--- src/rtl/doe_pkg.sv ---
package doe_pkg;
    localparam int unsigned LEN_W = 18;
    localparam int unsigned TOT_W = LEN_W + 1;

    localparam logic [7:0] OFS_CTRL = 8'h08;
    localparam logic [7:0] OFS_STAT = 8'h0C;
    localparam logic [7:0] OFS_WMB  = 8'h10;
    localparam logic [7:0] OFS_RMB  = 8'h14;

    localparam int unsigned CTL_ABORT_BIT = 0;
    localparam int unsigned CTL_GO_BIT    = 31;

    typedef enum logic [1:0] {
        MB_IDLE  = 2'd0,
        MB_STAGE = 2'd1,
        MB_SEND  = 2'd2
    } mb_state_e;
endpackage

--- src/rtl/doe_req_rx.sv ---
module doe_req_rx
    import doe_pkg::*;
(
    input  logic             clk,
    input  logic             rst_n,
    input  logic             clear_i,
    input  logic             push_i,
    input  logic [31:0]      wdata_i,
    output logic [31:0]      hdr1_o,
    output logic [LEN_W-1:0] len_o,
    output logic [31:0]      seed_o,
    output logic [1:0]       cnt_o
);
    typedef struct packed {
        logic [1:0]       cnt;
        logic [31:0]      hdr1;
        logic [LEN_W-1:0] len;
        logic [31:0]      seed;
    } rx_t;

    rx_t rx_d, rx_q;

    always_comb begin
        rx_d = rx_q;
        if (clear_i) begin
            rx_d = '0;
        end else if (push_i) begin
            case (rx_q.cnt)
                2'd0:    rx_d.hdr1 = wdata_i;
                2'd1:    rx_d.len  = wdata_i[LEN_W-1:0];
                2'd2:    rx_d.seed = wdata_i;
                default: ;
            endcase
            if (rx_q.cnt != 2'd3) rx_d.cnt = rx_q.cnt + 2'd1;
        end
    end

    always_ff @(posedge clk or negedge rst_n) begin
        if (!rst_n) rx_q <= '0;
        else        rx_q <= rx_d;
    end

    assign hdr1_o = rx_q.hdr1;
    assign len_o  = rx_q.len;
    assign seed_o = rx_q.seed;
    assign cnt_o  = rx_q.cnt;
endmodule

--- src/rtl/doe_ctrl.sv ---
module doe_ctrl
    import doe_pkg::*;
#(
    parameter int unsigned STAGE_CYC = 4
) (
    input  logic clk,
    input  logic rst_n,
    input  logic go_i,
    input  logic abort_i,
    input  logic wmb_wr_i,
    input  logic hdr_ok_i,
    input  logic pop_i,
    input  logic last_i,
    output logic busy_o,
    output logic ready_o,
    output logic err_o,
    output logic load_o,
    output logic clear_o,
    output logic push_o
);
    localparam int unsigned SC_W = (STAGE_CYC < 2) ? 1 : $clog2(STAGE_CYC);

    typedef struct packed {
        mb_state_e       state;
        logic [SC_W-1:0] stg;
        logic            err;
    } ctl_t;

    ctl_t ctl_d, ctl_q;

    always_comb begin
        ctl_d   = ctl_q;
        load_o  = 1'b0;
        clear_o = 1'b0;
        push_o  = 1'b0;
        if (abort_i) begin
            ctl_d.state = MB_IDLE;
            ctl_d.stg   = '0;
            ctl_d.err   = 1'b0;
            clear_o     = 1'b1;
        end else begin
            if (wmb_wr_i) begin
                if (ctl_q.state == MB_STAGE) ctl_d.err = 1'b1;
                else                         push_o    = 1'b1;
            end
            case (ctl_q.state)
                MB_IDLE: begin
                    if (go_i && !ctl_q.err) begin
                        if (hdr_ok_i) begin
                            ctl_d.state = MB_STAGE;
                            ctl_d.stg   = SC_W'(STAGE_CYC - 1);
                        end else begin
                            ctl_d.err = 1'b1;
                            clear_o   = 1'b1;
                        end
                    end
                end
                MB_STAGE: begin
                    if (ctl_q.stg == '0) begin
                        ctl_d.state = MB_SEND;
                        load_o      = 1'b1;
                        clear_o     = 1'b1;
                    end else begin
                        ctl_d.stg = ctl_q.stg - SC_W'(1);
                    end
                end
                MB_SEND: begin
                    if (pop_i && last_i) ctl_d.state = MB_IDLE;
                end
                default: ctl_d.state = MB_IDLE;
            endcase
        end
    end

    always_ff @(posedge clk or negedge rst_n) begin
        if (!rst_n) begin
            ctl_q.state <= MB_IDLE;
            ctl_q.stg   <= '0;
            ctl_q.err   <= 1'b0;
        end else begin
            ctl_q <= ctl_d;
        end
    end

    assign busy_o  = (ctl_q.state == MB_STAGE);
    assign ready_o = (ctl_q.state == MB_SEND);
    assign err_o   = ctl_q.err;


    wmb_busy_err_chk: assert property (@(posedge clk) disable iff (!rst_n)
        (wmb_wr_i && busy_o && !abort_i) |=> err_o);


    err_sticky_chk: assert property (@(posedge clk) disable iff (!rst_n)
        (err_o && !abort_i) |=> err_o);


    abort_idle_chk: assert property (@(posedge clk) disable iff (!rst_n)
        abort_i |=> (!busy_o && !ready_o && !err_o));


    bad_go_chk: assert property (@(posedge clk) disable iff (!rst_n)
        (go_i && !abort_i && !busy_o && !ready_o && !err_o && !hdr_ok_i) |=> (err_o && !busy_o && !ready_o));


    busy_to_ready_chk: assert property (@(posedge clk) disable iff (!rst_n)
        (busy_o && !abort_i) |=> (busy_o || ready_o));
endmodule

--- src/rtl/doe_resp_tx.sv ---
module doe_resp_tx
    import doe_pkg::*;
(
    input  logic             clk,
    input  logic             rst_n,
    input  logic             load_i,
    input  logic             abort_i,
    input  logic             pop_i,
    input  logic [31:0]      hdr1_i,
    input  logic [LEN_W-1:0] len_i,
    input  logic [31:0]      seed_i,
    output logic [31:0]      dword_o,
    output logic             last_o
);
    typedef struct packed {
        logic [TOT_W-1:0] idx;
        logic [31:0]      hdr1;
        logic [LEN_W-1:0] len;
        logic [31:0]      seed;
    } tx_t;

    tx_t tx_d, tx_q;
    logic [TOT_W-1:0] total;

    always_comb begin
        total  = (tx_q.len == '0) ? (TOT_W'(1) << LEN_W) : {1'b0, tx_q.len};
        last_o = (tx_q.idx == total - TOT_W'(1));
        if (tx_q.idx == '0)
            dword_o = tx_q.hdr1;
        else if (tx_q.idx == TOT_W'(1))
            dword_o = 32'(tx_q.len);
        else
            dword_o = tx_q.seed + 32'(tx_q.idx - TOT_W'(2));
    end

    always_comb begin
        tx_d = tx_q;
        if (abort_i) begin
            tx_d = '0;
        end else if (load_i) begin
            tx_d.idx  = '0;
            tx_d.hdr1 = hdr1_i;
            tx_d.len  = len_i;
            tx_d.seed = seed_i;
        end else if (pop_i) begin
            tx_d.idx = tx_q.idx + TOT_W'(1);
        end
    end

    always_ff @(posedge clk or negedge rst_n) begin
        if (!rst_n) tx_q <= '0;
        else        tx_q <= tx_d;
    end
endmodule

--- src/rtl/doe_responder.sv ---
module doe_responder
    import doe_pkg::*;
#(
    parameter int unsigned ADDR_W    = 8,
    parameter int unsigned STAGE_CYC = 4
) (
    input  logic              clk,
    input  logic              rst_n,
    input  logic [ADDR_W-1:0] reg_addr,
    input  logic              reg_wr,
    input  logic [31:0]       reg_wdata,
    output logic [31:0]       reg_rdata
);
    logic sel_ctrl, sel_stat, sel_wmb, sel_rmb;
    logic go, abort, wmb_wr, pop, hdr_ok;
    logic busy, ready, err, load, clear, push, last;
    logic [31:0]      rx_hdr1, rx_seed, tx_dword;
    logic [LEN_W-1:0] rx_len;
    logic [1:0]       rx_cnt;

    assign sel_ctrl = (reg_addr == ADDR_W'(OFS_CTRL));
    assign sel_stat = (reg_addr == ADDR_W'(OFS_STAT));
    assign sel_wmb  = (reg_addr == ADDR_W'(OFS_WMB));
    assign sel_rmb  = (reg_addr == ADDR_W'(OFS_RMB));

    assign abort  = reg_wr && sel_ctrl && reg_wdata[CTL_ABORT_BIT];
    assign go     = reg_wr && sel_ctrl && reg_wdata[CTL_GO_BIT];
    assign wmb_wr = reg_wr && sel_wmb;
    assign pop    = reg_wr && sel_rmb && ready;
    assign hdr_ok = (rx_cnt >= 2'd2) && (rx_len != LEN_W'(1));

    doe_req_rx u_rx (
        .clk     (clk),
        .rst_n   (rst_n),
        .clear_i (clear),
        .push_i  (push),
        .wdata_i (reg_wdata),
        .hdr1_o  (rx_hdr1),
        .len_o   (rx_len),
        .seed_o  (rx_seed),
        .cnt_o   (rx_cnt)
    );

    doe_ctrl #(.STAGE_CYC(STAGE_CYC)) u_ctrl (
        .clk      (clk),
        .rst_n    (rst_n),
        .go_i     (go),
        .abort_i  (abort),
        .wmb_wr_i (wmb_wr),
        .hdr_ok_i (hdr_ok),
        .pop_i    (pop),
        .last_i   (last),
        .busy_o   (busy),
        .ready_o  (ready),
        .err_o    (err),
        .load_o   (load),
        .clear_o  (clear),
        .push_o   (push)
    );

    doe_resp_tx u_tx (
        .clk     (clk),
        .rst_n   (rst_n),
        .load_i  (load),
        .abort_i (abort),
        .pop_i   (pop),
        .hdr1_i  (rx_hdr1),
        .len_i   (rx_len),
        .seed_i  (rx_seed),
        .dword_o (tx_dword),
        .last_o  (last)
    );

    always_comb begin
        reg_rdata = '0;
        if (sel_stat)
            reg_rdata = {ready, 28'd0, err, 1'b0, busy};
        else if (sel_rmb && ready)
            reg_rdata = tx_dword;
    end


    rmb_idle_zero_chk: assert property (@(posedge clk) disable iff (!rst_n)
        (sel_rmb && !ready) |-> (reg_rdata == 32'd0));


    last_pop_clears_chk: assert property (@(posedge clk) disable iff (!rst_n)
        (pop && last && !abort) |=> !ready);
endmodule

--- config.mk ---
export PLATFORM = sky130hd
export DESIGN_NAME = doe_responder
export DESIGN_NICKNAME = d
export VERILOG_FILES = /design/src/rtl/doe_pkg.sv /design/src/rtl/doe_req_rx.sv /design/src/rtl/doe_ctrl.sv /design/src/rtl/doe_resp_tx.sv /design/src/rtl/doe_responder.sv
export SDC_FILE = /design/constraint.sdc
export NUM_CORES = 1
export LEC_CHECK = 0
export BUFFER_PORTS_ARGS = -buffer_cell sky130_fd_sc_hd__buf_2
export CORE_ASPECT_RATIO = 1.1
export CORE_UTILIZATION = 40
export CTS_CLUSTER_DIAMETER = 40
export CTS_CLUSTER_SIZE = 8
export DETAILED_ROUTE_END_ITERATION = 8
export GPL_TIMING_DRIVEN = 0
export REMOVE_ABC_BUFFERS = 1
export SETUP_SLACK_MARGIN = 0.02
export SLEW_MARGIN = 20
export SYNTH_ARGS = -nofsm -noshare
export SYNTH_HDL_FRONTEND = slang
export SYNTH_HIERARCHICAL = 1
export SYNTH_SLANG_ARGS = --single-unit
--- constraint.sdc ---
create_clock -name clk -period 7 [get_ports clk]
set_clock_uncertainty 0.2 [all_clocks]
set_input_delay 0.7 -clock clk [delete_from_list [all_inputs] [get_ports clk]]
set_output_delay 0.7 -clock clk [all_outputs]
set_load 0.005 [all_outputs]
==> results.sh, run 1 <==
export IMPL_synth_ff_latch_count=190
export IMPL_powerDensity_nw_per_um2=173
export IMPL_clock_sinks=190
export IMPL_dp_hpwl_um=21800
export IMPL_synth_cells=1256
export IMPL_status="finished clean"
export IMPL_yosysTopAreaCellShare_pct=39.8
export IMPL_clkTransAtPathRegs_ns=0.07
export IMPL_cts_max_level=4
export IMPL_ys_top_cells_by_area="dfrtp_1 40%, mux2i_1 14%, nand2b_1 6.0%"
export IMPL_nFillCells=2838
export IMPL_grt_overflow_total=0
export IMPL_clk_path_buf_depth=2
export IMPL_ant_nets=0
export IMPL_final_nets=1368
export IMPL_critPathKind="flop to output port"
export IMPL_worstMarginPinSlew_ns=1.06
export IMPL_cts_buffers=17
export IMPL_ir_drop_uv=170
export IMPL_synth_edff_count=0
export IMPL_setup_violations=0
export IMPL_yosysTopAreaCell="dfrtp_1"
export IMPL_drt_initial_drc_count=658
export IMPL_antenna_found_initial=0
export IMPL_min_period_ns=6.55
export IMPL_max_freq_ghz=0.153
export IMPL_diodes=0
export IMPL_via_per_inst=5.39
export IMPL_yosys_warnings=6
export IMPL_cts_root_buf="clkbuf_16"
export IMPL_ios=75
export IMPL_cts_tree="yes"
export IMPL_critical_path_max_fanout=7
export IMPL_first_global_vias=8994
export IMPL_p_leak_uw=0.00648
export IMPL_critPathCaptureType="output port"
export IMPL_area_growth_pct=11.4
export IMPL_ys_flop_type="dfrtp_1"
export IMPL_clkLatencyLatePin_ns=0.45
export IMPL_finalSetupTns_ns=0
export IMPL_drive_gt1_share_pct=11.7
export IMPL_grt_pass1_wl_um=50300
export IMPL_post_route_period_util_pct=93.5
export IMPL_maxCapViolCount=0
export IMPL_syn_area_um2=12000
export IMPL_dr_pass1_iters=5
export IMPL_maxSlewHeadroom_pct=29.5
export IMPL_row_count=66
export IMPL_multi_input_area_um2=6750
export IMPL_ys_seq_area_share_pct=39.8
export IMPL_wl_per_cell_um=18.6
export IMPL_hold_path_class="flop to flop"
export IMPL_cp_data_arrival_time_ns=5.65
export IMPL_track_usage_pct=21.2
export IMPL_gp_congestion=0.881
export IMPL_grt_start_max_net_pins=95
export IMPL_wirelength_um=31000
export IMPL_cp_data_required_time_ns=6.10
export IMPL_numPortBuffers=74
export IMPL_via_count=8998
export IMPL_core_um2=29500
export IMPL_rsz0062_at_grt="no"
export IMPL_final_seq_area_um2=4750
export IMPL_async_flop_share_pct=100
export IMPL_drc=0
export IMPL_fp_dieH_um=183
export IMPL_hold_violations=0
export IMPL_final_util_pct=45.2
export IMPL_syn_avg_cell_area_um2=9.52
export IMPL_die_area_um2=30600
export IMPL_final_cell_area_um2=13300
export IMPL_critPathLaunchType="flop"
export IMPL_placed_cell_area_um2=12700
export IMPL_yosysUniqueCellTypes=84
export IMPL_start_util_pct=40.6
export IMPL_maxSlewViolCount=0
export IMPL_dieWidth_um=167
[synth_stat cells, types with 3 or more instances]
cell,count
o21bai_1,6
nor4_2,3
buf_4,5
nor4_1,12
clkbuf_1,42
buf_6,8
xor2_1,46
a22oi_1,4
nand4_1,12
xnor2_1,32
nor4b_1,3
o21ai_0,16
a21o_1,11
buf_1,10
nand2b_1,114
nor3b_1,4
nor2_1,154
nand3b_1,6
a211oi_1,7
and2_1,35
dfrtp_1,190
nor3_1,16
ha_1,42
inv_1,21
o211ai_1,4
buf_2,14
o31ai_1,7
and4_1,3
o21ai_1,31
and3_1,8
or3_1,8
mux2i_1,166
nand2_1,71
nor2b_1,11
or2_2,4
nand3_1,19
a21oi_1,49
a31oi_1,5
[what timing repair did]
item | 4_1_cts | 5_1_grt
buffers inserted | 0 | 1
hold buffers | 1 | 0
resized for setup | 0 | 1
endpoints found under the setup margin | 0 | 1
hold endpoints to repair | 27 | 0
[path summary, 6_finish.rpt]
check | from | end | slack, ns | cells after the start
setup / recovery | u_tx/tx_q[88]$_DFFE_PN0P_ | reg_rdata[31] | 0.45 | 19
hold / removal | u_rx/hdr1_o[19]$_DFFE_PN0P_ | u_tx/tx_q[69]$_DFFE_PN0P_ | 0.32 | 2
setup reg to reg | u_ctrl/ctl_q[4]$_DFFE_PN0P_ | u_tx/tx_q[97]$_DFFE_PN0P_ | 3.41 | 11
hold reg to reg | u_rx/hdr1_o[19]$_DFFE_PN0P_ | u_tx/tx_q[69]$_DFFE_PN0P_ | 0.32 | 2
max in group asynchronous | rst_n | u_rx/len_o[6]$_DFFE_PN0P_ | 5.01 | 4
min in group asynchronous | rst_n | u_rx/hdr1_o[30]$_DFFE_PN0P_ | 0.48 | 2
[where the power goes]
part           switching (uW)  total, uW  internal, uW
Combinational            99.0        150          50.6
Sequential               8.55       1120          1110
Clock                     450       1030           583
Total                     557       2300          1740
[layout by cell type (no fill, tap or decap), types with 17 or more instances in the layout]
cell / synthesis / layout
inv_1: 21 / 21
clkbuf_16: 0 / 17
nor2_1: 154 / 154
and2_1: 35 / 35
nand2b_1: 114 / 114
buf_2: 14 / 73
nand3_1: 19 / 19
o21ai_1: 31 / 31
ha_1: 42 / 42
dfrtp_1: 190 / 190
a21oi_1: 49 / 49
nand2_1: 71 / 70
xor2_1: 46 / 46
mux2i_1: 166 / 166
xnor2_1: 32 / 32
[critical path, cell delays in order (launching register included)]
cell and delay, ns:
dfrtp_1 0.48, or4_4 0.61, nor4_4 0.33, nand2_1 0.15
or2_4 0.30, nor4_1 0.27, xor2_1 0.16, ha_1 0.45
nand4_1 0.25, nor3_2 0.27, o311ai_1 0.16, nand3_1 0.21
a41oi_1 0.19, o2bb2ai_1 0.22, o21ai_1 0.21, xnor2_1 0.14
a22o_1 0.21, a21oi_1 0.08, nor4b_1 0.32, buf_2 0.17
[kinds of logic after synthesis]
group | Yosys count | synth area share, %
buffers and inverters | 101 | 4.11
flip-flops | 190 | 39.8
AO/OA/AOI/OAI | 172 | 9.33
XOR/XNOR | 78 | 5.71
AND/OR/NAND/NOR | 504 | 22.4
multiplexers | 168 | 14.1
adder cells (fa/ha/maj) | 43 | 4.56
[flip-flops by register name, summed over array words and instances (netlist names)]
signal / flops
u_tx/tx_q: 101
u_rx/hdr1_o: 32
u_ctrl/ctl_q: 4
u_rx/len_o: 18
u_ctrl/err_o: 1
u_rx/seed_o: 32
u_rx/cnt_o: 2
[area by class of cell]
type                       instances  area share, %
clock inverter                    12           1.18
multi-input combinational        965           50.6
tap                              374           3.51
clock buffer                      20           3.43
sequential                       190           35.7
timing repair buffer              87           4.93
inverter                          21          0.592
[per-layer routing]
layer | part of all wire [%] | track usage, % | vias up
met4 | 2.8 | 7.93 | 0
met2 | 48 | 35.5 | 169
met3 | 3.0 | 3.11 | 44
met1 | 46 | 27.6 | 4399
li1 | - | - | 4386
met5 | 0 | 0 | -
[per-stage QoR]
| step | worst slack, ns | hold slack (ns) | cells | power [uW] |
|---|---|---|---|---|
| 2_1_floorplan | 1.11 | 0.204 | 1176 | 1210 |
| 3_3_place_gp | -1.71 | 0.300 | 1624 | 1280 |
| 3_5_place_dp | 0.830 | 0.311 | 1634 | 1290 |
| 4_1_cts | 0.258 | 0.298 | 1667 | 2330 |
| 5_1_grt | 0.0536 | 0.326 | 1669 | 2390 |
| 6_report | 0.453 | 0.318 | 1669 | 2300 |
Power figures use the tool's default switching activity.
==> inputs of run 2 (changes only) <==
--- a/config.mk
+++ b/config.mk
@@ -8,4 +8,5 @@
 export BUFFER_PORTS_ARGS = -buffer_cell sky130_fd_sc_hd__buf_2
 export CORE_ASPECT_RATIO = 1.1
+export CORE_MARGIN = 8
 export CORE_UTILIZATION = 40
 export CTS_CLUSTER_DIAMETER = 40
==> constraint.sdc (replaced) <==
create_clock -name clk -period 7 [get_ports clk]
set_clock_uncertainty 0.2 [all_clocks]
set_input_delay 0 -clock clk [delete_from_list [all_inputs] [get_ports clk]]
set_output_delay 0 -clock clk [all_outputs]
set_load 0.005 [all_outputs]
==> run 2 against run 1 <==
Sequential share of layout area decreased by 0.83 points. Highest routed layer unchanged. Final cell count increased by 2.1%. Critical path depth unchanged. First-iteration DRC count decreased by 4.0%. Via count increased by 2.3%. Largest power group unchanged. Total power decreased by 1.8%. Sequential power about the same. Clock-buffer cell count decreased by 1.
==> results.sh, run 2 (synthesis gave the netlist of run 1 again) <==
export IMPL_core_um2=29500
export IMPL_cts_buffers=17
export IMPL_cp_data_required_time_ns=6.80
export IMPL_powerDensity_nw_per_um2=166
export IMPL_drive_gt1_share_pct=11.3
export IMPL_regMostFlops="u_tx/tx_q"
export IMPL_holdPathStages=6
export IMPL_clk_path_buf_depth=2
export IMPL_max_freq_ghz=0.168
export IMPL_status="finished clean"
export IMPL_via_count=9202
export IMPL_min_period_ns=5.95
export IMPL_ant_nets=0
export IMPL_ios=75
export IMPL_gp_congestion=0.903
export IMPL_cts_tree="yes"
export IMPL_maxCapViolCount=0
export IMPL_critical_path_max_fanout=9
export IMPL_postCtsSetupBuffers=0
export IMPL_dr_pass1_iters=6
export IMPL_clkTransAtPathRegs_ns=0.08
export IMPL_dp_hpwl_um=22300
export IMPL_rsz0062_at_grt="no"
export IMPL_drc=0
export IMPL_ir_drop_uv=162
export IMPL_critPathLaunchType="flop"
export IMPL_maxSlewHeadroom_pct=24.6
export IMPL_grt_pass1_wl_um=50800
export IMPL_numPortBuffers=74
export IMPL_via_per_inst=5.40
export IMPL_wl_per_cell_um=18.5
export IMPL_diodes=0
export IMPL_hold_violations=0
export IMPL_area_growth_pct=14.0
export IMPL_track_usage_pct=17.7
export IMPL_row_count=66
export IMPL_critPathKind="flop to output port"
export IMPL_p_leak_uw=0.00662
export IMPL_post_route_period_util_pct=85.0
export IMPL_worstMarginPinSlew_ns=1.13
export IMPL_final_nets=1403
export IMPL_wirelength_um=31500
export IMPL_grt_overflow_total=0
export IMPL_antenna_found_initial=0
export IMPL_maxSlewViolCount=0
export IMPL_critPathCaptureType="output port"
export IMPL_fp_dieH_um=197
export IMPL_fin_total_pwr_uw=2260
export IMPL_grt_start_max_net_pins=73
export IMPL_cts_max_level=4
export IMPL_mostFrequentLayoutCells="190 x dfrtp_1, 166 x mux2i_1, 154 x nor2_1"
export IMPL_setup_violations=0
export IMPL_drt_initial_drc_count=632
export IMPL_r2r_cells=11
export IMPL_dieWidth_um=181
export IMPL_die_area_um2=35700
export IMPL_finalSetupTns_ns=0
export IMPL_clkLatencyLatePin_ns=0.44
export IMPL_largest_reg_flops=101
export IMPL_clock_sinks=190
export IMPL_cp_data_arrival_time_ns=5.75
export IMPL_hold_path_class="input pin to flop"
export IMPL_start_util_pct=40.6
export IMPL_first_global_vias=9235
export IMPL_final_common_cell="dfrtp_1"
export IMPL_cts_root_buf="clkbuf_16"
[run 2: cell types whose count changed in the layout (fill, tap and decap cells not counted)]
cell	previous run	this run
nor3_2	2	1
nor3b_1	3	4
nor3b_2	1	0
dlygate4sd3_1	1	35
buf_8	2	5
inv_8	0	4
clkinvlp_4	3	2
buf_4	1	0
nor3_1	15	16
clkbuf_8	2	1
inv_6	2	1
bufinv_16	3	1
buf_6	1	0
clkinv_2	2	3
[run 2: layout make-up]
class	instances	area, um2
clock buffers	19	443
clock inverters	13	131
fillers	2731	15800
inverters	21	78.8
multi-input cells	965	6740
flip-flops and latches	190	4750
well taps	374	468
repair buffers	122	1020
[run 2: final timing paths]
path                                             start                    endpoint  slack [ns]
min in group asynchronous                        rst_n  u_rx/hdr1_o[8]$_DFFE_PN0P_        0.45
max in group asynchronous                        rst_n   u_tx/tx_q[13]$_DFFE_PN0P_        5.40
max reg2reg                u_ctrl/ctl_q[4]$_DFFE_PN0P_   u_tx/tx_q[97]$_DFFE_PN0P_        3.52
max                          u_tx/tx_q[87]$_DFFE_PN0P_               reg_rdata[31]        1.05
min                                        reg_addr[6]      u_ctrl/err_o$_DFF_PN0_        0.02
min reg2reg                u_rx/hdr1_o[19]$_DFFE_PN0P_   u_tx/tx_q[69]$_DFFE_PN0P_        0.32
[run 2: repair_timing]
item,4_1_cts,5_1_grt
hold endpoints to repair,215,0
hold buffers,36,0
gates resized for setup,0,0
[run 2: metal layers]
layer	part of all wire, %	routed length, um	GRT usage, %	vias up
li1	-	-	-	4455
met4	2.8	877	6.40	0
met3	3.2	993	2.76	38
met1	45	14300	22.7	4536
met5	0	0	0	-
met2	49	15300	29.9	173
[run 2: metrics by stage]
| stage | cells | hold slack (ns) | area [um2] | setup slack, ns | utilization (%) |
|---|---|---|---|---|---|
| after global routing | 1704 | 0.0490 | 13600 | 0.738 | 46.2 |
| after floorplan | 1176 | -0.496 | 11500 | 1.81 | - |
| after detailed placement | 1635 | -0.247 | 12700 | 1.56 | 43.0 |
| final | 1704 | 0.0247 | 13600 | 1.05 | 46.2 |
| after CTS | 1703 | 0.0111 | 13600 | 1.03 | 46.2 |
| after global placement | 1624 | 0.0911 | 12400 | -1.02 | 42.0 |
[run 2: worst max-delay path: stages (launching register included)]
cell and delay [ns]:
dfrtp_1 0.52, or4_4 0.61, nor4_4 0.32, nand2_1 0.18, or2_4 0.30, nor4_1 0.23, xor2_1 0.14, ha_1 0.43
nand4_1 0.25, nor3_1 0.39, o311ai_1 0.22, nand3_1 0.21, a41oi_1 0.17, o2bb2ai_1 0.24, o21ai_1 0.21, xnor2_1 0.14
a22o_1 0.23, a21oi_1 0.09, nor4b_1 0.26, buf_2 0.16
[run 2: power by group]
part           internal, uW  leakage (uW)  switching (uW)
clock network           511      0.000281             464
logic                  64.8       0.00369             102
registers              1110       0.00264            8.43
total                  1680       0.00662             574
==> inputs of run 3 (changes only) <==
Clock period 7 ns to 5.86 ns, I/O delays scaled along.
==> run 3 against run 2 <==
Register-to-register slack lost 1.2 ns. Largest power group unchanged. First-iteration DRC count shrank 6.6%. Die area is the same. Final area grew 0.42%. Total power grew 19%. Critical path type unchanged.
==> results.sh, run 3 (synthesis gave the netlist of run 1 again) <==
export IMPL_rsz0062_at_grt="no"
export IMPL_wirelength_um=31600
export IMPL_status="finished clean"
export IMPL_grt_pass1_wl_um=50800
export IMPL_final_util_pct=46.4
export IMPL_hp_start="reg_addr[6]"
export IMPL_cp_top_family="simple AND/OR/NAND/NOR gates"
export IMPL_grt_start_max_net_pins=73
export IMPL_grt_overflow_total=0
export IMPL_drt_initial_drc_count=590
export IMPL_cts_max_level=4
export IMPL_fp_dieH_um=197
export IMPL_cpPeakStageDelay_ns=0.58
export IMPL_die_area_um2=35700
export IMPL_dr_pass1_iters=5
export IMPL_via_count=9236
export IMPL_final_common_cell="dfrtp_1"
export IMPL_max_freq_ghz=0.180
export IMPL_power_switching_uw=686
export IMPL_clock_sinks=190
export IMPL_start_util_pct=40.6
export IMPL_critical_path_max_fanout=9
export IMPL_powerDensity_nw_per_um2=197
export IMPL_cp_depth=19
export IMPL_min_period_ns=5.55
export IMPL_fin_total_pwr_uw=2700
export IMPL_mostFrequentLayoutCells="188 x dfrtp_1, 166 x mux2i_1, 153 x nor2_1"
export IMPL_cp_data_required_time_ns=5.66
export IMPL_clk_path_buf_depth=2
export IMPL_place_ws_ns=0.420
export IMPL_hold_path_class="input pin to flop"
export IMPL_hold_violations=0
export IMPL_gp_congestion=0.903
export IMPL_crit_buf_inv=2
export IMPL_clkLatencyLatePin_ns=0.44
export IMPL_diodes=0
export IMPL_largest_reg_flops=101
export IMPL_critPathCaptureType="output port"
export IMPL_antenna_found_initial=0
export IMPL_ir_drop_uv=193
export IMPL_cts_tree="yes"
export IMPL_cts_root_buf="clkbuf_16"
export IMPL_critPathKind="flop to output port"
export IMPL_maxSlewHeadroom_pct=23.1
export IMPL_clkTransAtPathRegs_ns=0.08
export IMPL_dp_cells=1635
export IMPL_maxSlewViolCount=0
export IMPL_r2r_start="u_ctrl/ctl_q[4]$_DFFE_PN0P_"
export IMPL_first_global_vias=9236
export IMPL_fin_ws_ns=0.311
export IMPL_reg2reg_to="u_tx/tx_q[97]$_DFFE_PN0P_"
export IMPL_p_comb_share_pct=7.5
export IMPL_regMostFlops="u_tx/tx_q"
export IMPL_p_seq_share_pct=49.4
export IMPL_p_leak_uw=0.00664
export IMPL_drive_gt1_share_pct=12.2
export IMPL_ant_nets=0
export IMPL_drc=0
export IMPL_r2r_cells=11
export IMPL_p_sw_share_pct=25.4
export IMPL_pwr_share_clk_pct=43.1
export IMPL_cp_data_arrival_time_ns=5.35
export IMPL_ff2ff_setup_slack_ns=2.37
export IMPL_worstMarginPinSlew_ns=1.15
export IMPL_path_cells="or4_4 > nor4_4 > buf_4 > nand2_1 > nor4_1 > xor2_1 > ha_2 > nand4_1 > nor3_2 > o311ai_1 > nand3_1 > a41oi_1 > o2bb2ai_1 > o21ai_1 > xnor2_1 > a22o_1 > a21oi_1 > nor4b_1 > buf_2"
export IMPL_core_um2=29500
export IMPL_track_usage_pct=17.7
export IMPL_ios=75
export IMPL_crit_end="reg_rdata[31]"
export IMPL_dp_hpwl_um=22300
export IMPL_via_per_inst=5.41
export IMPL_intPower_uw=2010
export IMPL_startpoint="u_tx/tx_q[87]$_DFFE_PN0P_"
export IMPL_setup_violations=0
export IMPL_fin_cells=1707
export IMPL_numPortBuffers=74
export IMPL_critPathLaunchType="flop"
export IMPL_post_route_period_util_pct=94.7
export IMPL_row_count=66
export IMPL_final_nets=1406
export IMPL_wl_per_cell_um=18.5
export IMPL_area_growth_pct=14.5
export IMPL_cts_buffers=17
export IMPL_fin_hold_ws_ns=0.0254
export IMPL_maxCapViolCount=0
export IMPL_cp_slowest_cell="or4_4"
export IMPL_dieWidth_um=181
==> run 3: what timing repair did <==
action,CTS,global route
hold buffers,36,0
resized for setup,1,9
setup buffers,1,2
gates cloned,0,0
hold endpoints to repair,215,0
pin swaps,1,1
setup endpoints to repair,1,2
==> run 3: tightest hold or removal path, cell delays in order <==
cell and delay (ns):
buf_2 0.08, nor3_1 0.08, and3_1 0.17, nand2_1 0.06, a21oi_1 0.05, o21ba_2 0.19
==> run 3: how the worst min path moves through the flow <==
stage | end | slack [ns] | depth (start not counted)
detailed placement | u_tx/tx_q[70]$_DFFE_PN0P_ | -0.25 | 1
global placement | u_rx/hdr1_o[28]$_DFFE_PN0P_ | 0.09 | 3
floorplan | u_ctrl/ctl_q[1]$_DFFE_PN0P_ | -0.50 | 0
CTS | u_ctrl/err_o$_DFF_PN0_ | 0.01 | 6
global route | u_ctrl/err_o$_DFF_PN0_ | 0.05 | 6
finish | u_ctrl/err_o$_DFF_PN0_ | 0.03 | 6
==> run 3: layout make-up <==
class / instances / area (um2)
Tap cell: 374 / 468
Sequential cell: 190 / 4760
Inverter: 21 / 78.8
Clock inverter: 13 / 131
Fill cell: 2723 / 15800
Clock buffer: 19 / 443
Timing Repair Buffer: 125 / 1050
Multi-Input combinational cell: 965 / 6770
==> run 3: through the flow <==
stage | instance area (um2) | TNS (ns)
6_report | 13700 | 0
5_1_grt | 13700 | 0
4_1_cts | 13600 | 0
3_5_place_dp | 12700 | 0
3_3_place_gp | 12400 | -314.29
2_1_floorplan | 11500 | 0
==> run 3: layer usage <==
metal / share of wire (%) / vias up / GRT usage (%)
li1: - / 4461 / -
met1: 46 / 4568 / 22.7
met2: 49 / 168 / 30.0
met3: 2.9 / 39 / 2.72
met4: 2.8 / 0 / 6.40
met5: 0 / - / 0
==> run 3: power groups by stage <==
stage / Combinational, uW / Clock (uW) / Sequential (uW)
global placement: 170 / 0 / 1360
global route: 224 / 1240 / 1330
finish: 201 / 1160 / 1330
CTS: 201 / 1180 / 1330
floorplan: 88.3 / 0 / 1360
detailed placement: 179 / 0 / 1360
